File: src/rtl/alarm_timer.sv
module alarm_timer #(
  parameter int CNT_W  = 16,
  parameter int DATA_W = 32,
  parameter int ADDR_W = 3,
  parameter int PS_W   = 3,
  parameter int THR_W  = 5
) (
  input  logic              clk,
  input  logic              rst_n,
  input  logic              tick_en,
  input  logic              wr_en,
  input  logic              rd_en,
  input  logic [ADDR_W-1:0] addr,
  input  logic [DATA_W-1:0] wdata,
  output logic [DATA_W-1:0] rdata,
  output logic              irq
);
  localparam int DIV_W = (1 << PS_W) - 1;
  localparam logic [ADDR_W-1:0] A_CTL = 0, A_CNT = 1, A_TOP = 2, A_BASE = 3, A_THR = 4;
  localparam int B_FLAG = 7, B_IE = 6, B_SEL = 3;

  logic              flag_q, ie_q, armed_q;
  logic [1:0]        sel_q;
  logic [PS_W-1:0]   ps_q;
  logic [CNT_W-1:0]  cnt_q, top_q, base_q;
  logic [THR_W-1:0]  thr_q, wcnt_q;
  logic [DIV_W-1:0]  div_q;

  wire unused_hi = ^wdata[DATA_W-1:CNT_W];

  wire ctl_wr  = wr_en && addr == A_CTL;
  wire cnt_wr  = wr_en && addr == A_CNT;
  wire top_wr  = wr_en && addr == A_TOP;
  wire base_wr = wr_en && addr == A_BASE;
  wire thr_wr  = wr_en && addr == A_THR;
  wire ctl_rd  = rd_en && addr == A_CTL;

  logic src;
  always_comb begin
    case (sel_q)
      2'd1:    src = 1'b1;
      2'd2:    src = tick_en;
      default: src = 1'b0;
    endcase
  end
  wire running = sel_q == 2'd1 || sel_q == 2'd2;

  wire [DIV_W-1:0] ps_mask = ~({DIV_W{1'b1}} << ps_q);
  wire cnt_tick = src && ((div_q & ps_mask) == ps_mask);
  wire wrap     = cnt_tick && cnt_q == top_q && !cnt_wr;
  wire thr_on   = thr_q != '0;
  wire set_ev   = wrap && (!thr_on || wcnt_q == thr_q - 1'b1);
  wire clr_ok   = ctl_wr && !wdata[B_FLAG] && armed_q && !(wrap && thr_on);
  wire flag_d   = set_ev ? 1'b1 : (clr_ok ? 1'b0 : flag_q);

  always_ff @(posedge clk) begin
    if (!rst_n) begin
      div_q <= '0;
    end else if (!running) begin
      div_q <= '0;
    end else if (src) begin
      div_q <= div_q + 1'b1;
    end
  end

  always_ff @(posedge clk) begin
    if (!rst_n)        cnt_q <= '0;
    else if (cnt_wr)   cnt_q <= base_q;
    else if (wrap)     cnt_q <= base_q;
    else if (cnt_tick) cnt_q <= cnt_q + 1'b1;
  end

  always_ff @(posedge clk) begin
    if (!rst_n) begin
      top_q  <= '1;
      base_q <= '0;
      thr_q  <= '0;
    end else begin
      if (top_wr)  top_q  <= wdata[CNT_W-1:0];
      if (base_wr) base_q <= wdata[CNT_W-1:0];
      if (thr_wr)  thr_q  <= wdata[THR_W-1:0];
    end
  end

  always_ff @(posedge clk) begin
    if (!rst_n) begin
      ie_q  <= 1'b0;
      sel_q <= 2'd0;
      ps_q  <= '0;
    end else if (ctl_wr) begin
      ie_q  <= wdata[B_IE];
      sel_q <= wdata[B_SEL+1:B_SEL];
      ps_q  <= wdata[PS_W-1:0];
    end
  end

  always_ff @(posedge clk) begin
    if (!rst_n) begin
      wcnt_q <= '0;
    end else if (thr_wr) begin
      wcnt_q <= '0;
    end else if (wrap && thr_on) begin
      wcnt_q <= set_ev ? '0 : wcnt_q + 1'b1;
    end
  end

  always_ff @(posedge clk) begin
    if (!rst_n) begin
      flag_q  <= 1'b0;
      armed_q <= 1'b0;
    end else begin
      flag_q <= flag_d;
      if (!flag_d)               armed_q <= 1'b0;
      else if (ctl_rd && flag_q) armed_q <= 1'b1;
    end
  end

  assign irq = flag_q & ie_q;

  always_comb begin
    rdata = '0;
    case (addr)
      A_CTL: begin
        rdata[B_FLAG]          = flag_q;
        rdata[B_IE]            = ie_q;
        rdata[B_SEL+1:B_SEL]   = sel_q;
        rdata[PS_W-1:0]        = ps_q;
      end
      A_CNT:   rdata[CNT_W-1:0] = cnt_q;
      A_TOP:   rdata[CNT_W-1:0] = top_q;
      A_BASE:  rdata[CNT_W-1:0] = base_q;
      A_THR:   rdata[THR_W-1:0] = thr_q;
      default: rdata = '0;
    endcase
  end

  a_r2_reload: assert property (@(posedge clk) disable iff (!rst_n)
    wrap |=> cnt_q == $past(base_q));
  a_r4_load: assert property (@(posedge clk) disable iff (!rst_n)
    cnt_wr |=> cnt_q == $past(base_q));
  a_r5_hold: assert property (@(posedge clk) disable iff (!rst_n)
    (!running && !cnt_wr) |=> $stable(cnt_q));
  a_r3_flag_on_wrap: assert property (@(posedge clk) disable iff (!rst_n)
    $rose(flag_q) |-> $past(wrap));
  a_r8_clear_armed: assert property (@(posedge clk) disable iff (!rst_n)
    $fell(flag_q) |-> $past(armed_q));
endmodule

File: config.mk
export PLATFORM = sky130hd
export DESIGN_NAME = alarm_timer
export DESIGN_NICKNAME = d
export VERILOG_FILES = /design/src/rtl/alarm_timer.sv
export SDC_FILE = /design/constraint.sdc
export NUM_CORES = 1
export LEC_CHECK = 0
export ABC_CLOCK_PERIOD_IN_PS = 5100
export BUFFER_PORTS_ARGS = -buffer_cell sky130_fd_sc_hd__buf_2
export CELL_PAD_IN_SITES_DETAIL_PLACEMENT = 2
export CELL_PAD_IN_SITES_GLOBAL_PLACEMENT = 2
export CORE_ASPECT_RATIO = 1.2
export CORE_MARGIN = 4
export CORE_UTILIZATION = 36
export DETAILED_ROUTE_END_ITERATION = 16
export GPL_TIMING_DRIVEN = 1
export MAX_ROUTING_LAYER = met4
export PLACE_DENSITY = 0.84
export REMOVE_ABC_BUFFERS = 1
export SETUP_SLACK_MARGIN = 0.15
export SYNTH_ARGS = -nofsm -noshare
export SYNTH_HDL_FRONTEND = slang
export SYNTH_SLANG_ARGS = --single-unit
File: constraint.sdc
create_clock -name clk -period 5.1 [get_ports clk]
set_clock_uncertainty 0.15 [all_clocks]
set_input_delay 1.02 -clock clk [delete_from_list [all_inputs] [get_ports clk]]
set_output_delay 1.02 -clock clk [all_outputs]
set_load 0.02 [all_outputs]
==> flow_metrics.py <==
metrics = {
    "sta": {
        "hold_violations": 0,
        "timing.final.ws_setup_ns": 1.333,
        "fin_crit_sh": 0.7386,
        "slew_viol_final": 0,
        "relSlewSlack": 0.3666,
        "worst_pin_slew_ns": 0.9501,
        "hold-worst-slack_ns": 0.3199,
        "period_needed_ns": 3.767,
        "max_freq_mhz": 265.5,
        "rsz0062_at_grt": "false",
        "setup_tns_ns": 0,
        "setup_viol": 0,
    },
    "clock_tree": {
        "clk_latency_ns": 0.34,
        "cts_resized": 0,
        "clk_pin_slew_ns": 0.05,
        "cts-htree-levels": 3,
        "clock-sinks": 73,
        "cts_root_buffer": "clkbuf_16",
        "numCtsBuffers": 9,
        "holdBufCountCts": 0,
        "cts_buffer_depth": 2,
        "cts_setup_buffers": 0,
        "tritoncts": "yes",
    },
    "grt": {
        "antenna_found_initial": 0,
        "grt_pass1_wl_mm": 24.21,
        "track_usage": 0.2335,
        "grt_overflow": 0,
        "grt_max_degree": 34,
        "grt_pass1_vias": 4503,
    },
    "finish": {
        "multi_input_area_um2": 2619,
        "finalNonFillerCells": 715,
        "n_antenna_cell": 0,
        "drive_above_1_share": 0.1595,
        "nets": 603,
        "regArea_um2": 1461,
        "areaGrowthSynthToFinish_pct": 11.54,
        "stdcell_area_um2": 4825,
        "fillers": 1358,
    },
    "routing": {
        "vias": 3973,
        "drtAntennaViolNets": 0,
        "wirelength_mm": 15.13,
        "wl_per_cell_um": 21.16,
        "first_pass_iters": 4,
        "drt_iter0_drc": 202,
        "drc": 0,
        "detail_route.vias_per_cell": 5.557,
    },
    "floorplanning": {
        "dieWidth_um": 108.1,
        "die_area_um2": 13840,
        "io_pins": 73,
        "start_util": 0.3705,
        "dieHeight_um": 128.1,
        "core_area_um2": 11670,
        "rows": 43,
    },
    "logic_synthesis": {
        "syn_area_per_cell_um2": 8.177,
        "seq_area_frac_synth": 0.3379,
        "synth.distinct_cells": 65,
        "ys_seq_elements": 73,
        "synth_top_area_frac": 0.3379,
        "yosys.area.top_type": "dfxtp_1",
        "ys_top_cells_by_count": "nand2_1 (90), dfxtp_1 (73), nor2_1 (48)",
        "synth_area_leaders": "dfxtp_1 (34%), nand2_1 (7.8%), mux2i_1 (4.9%)",
        "synth_area_um2": 4325,
        "synthFlopType": "dfxtp_1",
        "synth_edf_count": 0,
        "synthCells": 529,
        "ys.warnings.count": 0,
        "async_reset_ff_frac": 0,
        "yosysMostFrequentCell": "nand2_1",
    },
    "power": {
        "cell_internal_pwr_mw": 0.9719,
        "irDropWorstVdd_mv": 0.1569,
        "switchingPower_mw": 0.3486,
        "comb_power_share": 0.108,
        "p_sw_frac": 0.2640,
        "clkPwrFrac": 0.440,
        "p_per_area_nw_per_um2": 273.7,
        "cellLeakagePower_nw": 1.819,
        "p_seq_frac": 0.452,
    },
    "place": {
        "gp_congestion": 0.8350,
        "dp_slack_ns": 1.350,
        "place_area_um2": 4567,
        "dp.cells": 703,
        "dpl.hpwl_mm": 10.74,
        "port_buffers": 40,
    },
    "setup_path": {
        "cp.required_ns": 3.93,
        "slowest_stage": "mux4_2",
        "crit_path_start": "addr[1]",
        "crit_top_cell": "buf_2",
        "worstPathCellList": "buf_2 > buf_4 > mux4_2 > inv_1 > o32ai_1 > buf_2",
        "worstPathMaxFanout": 21,
        "slowest_delay_ns": 0.56,
        "timing_worst_setup_path_type": "input pin to output port",
        "end_kind": "output port",
        "reg2reg_from": "sel_q[0]",
        "start_kind": "input pin",
        "worstPathArrival_ns": 2.60,
    },
    "min_path": {
        "hold_path_class": "flip-flop to flip-flop",
        "hold_start": "base_q[12]",
    },
    "outcome": {
        "status": "finished, final reports clean",
    },
    "job": {
        "max_cap_violations": 0,
    },
}
-- placed cells by master, fill, tap and decap left out, types with 3 or more instances in the layout --
| cell type | n |
|---|---|
| ha_1 | 6 |
| nand2b_1 | 7 |
| mux4_2 | 3 |
| buf_2 | 40 |
| buf_4 | 7 |
| a22oi_1 | 10 |
| inv_1 | 9 |
| nor4_4 | 4 |
| o221ai_1 | 4 |
| and4_1 | 3 |
| mux2i_1 | 21 |
| nand4_1 | 4 |
| a31oi_1 | 4 |
| nor3_1 | 7 |
| dfxtp_1 | 73 |
| o22ai_1 | 5 |
| o21ai_1 | 4 |
| or3_1 | 4 |
| nand3_1 | 35 |
| o21ai_0 | 9 |
| nor4_1 | 3 |
| a21oi_1 | 39 |
| conb_1 | 16 |
| xnor2_1 | 8 |
| mux2_2 | 10 |
| nor2_1 | 48 |
| clkbuf_16 | 9 |
| nor2b_1 | 9 |
| nand2_1 | 90 |
| xor2_1 | 22 |
-- kinds of logic after synthesis --
| logic type | synth area share |
|---|---|
| buffers and inverters | 0.06971 |
| xor gates and xnor gates | 0.06451 |
| muxes | 0.09025 |
| DFF | 0.3379 |
| adders and majority gates | 0.01736 |
| and+or+nand+nor | 0.2679 |
| other | 0.0008670 |
| AOI/OAI and AO/OA | 0.1516 |
-- worst paths after layout --
kind	end	slack [ns]	cells after the start
worst max-delay path	rdata[3]	1.33	6
worst min-delay path	base_q[12]	0.32	2
worst max register to register	cnt_q[9]	2.21	9
worst min register to register	base_q[12]	0.32	2
-- critical path: cells and delay by family --
| kind | cells | cell delay, ns |
|---|---|---|
| AOI/OAI and AO/OA | 1 | 0.08 |
| buffers and inverters | 4 | 0.93 |
| muxes | 1 | 0.56 |
-- registers in the layout, summed over array words and instances (netlist names) --
signal	cells
top_q	16
cnt_q	16
ps_q	3
thr_q	5
base_q	16
ie_q	1
sel_q	2
wcnt_q	5
flag_q	1
div_q	7
armed_q	1
-- through the flow --
stage | power (mW) | util
4_1_cts | 1.332 | 0.4132
3_5_place_dp | 0.7500 | 0.3912
5_1_grt | 1.367 | 0.4132
2_1_floorplan | 0.6862 | -
6_report | 1.321 | 0.4132
3_3_place_gp | 0.7436 | 0.3912
-- power groups by stage --
stage / combinational, mW / clock, mW / sequential, mW
final: 0.142 / 0.581 / 0.598
after global routing: 0.155 / 0.613 / 0.599
after CTS: 0.143 / 0.592 / 0.597
after detailed placement: 0.141 / 0 / 0.609
after global placement: 0.135 / 0 / 0.608
after floorplan: 0.0821 / 0 / 0.604
-- cell type report --
cell class,count,share of cell area
Sequential cell,73,0.3029
Clock inverter,1,0.001037
Tap cell,157,0.04072
Inverter,10,0.007780
Timing Repair Buffer,47,0.05239
Clock buffer,11,0.05239
Multi-Input combinational cell,416,0.5428
-- routing by layer --
metal  GRT usage  routed length, µm  vias to the layer above
met2      0.4378               8236                       75
li1            -                  -                     1880
met3     0.03123                490                       18
met1      0.2568               6192                     2000
met4     0.06166                208                        0
met5           -                  0                        -
No activity file was read; power rests on OpenSTA's default activity.
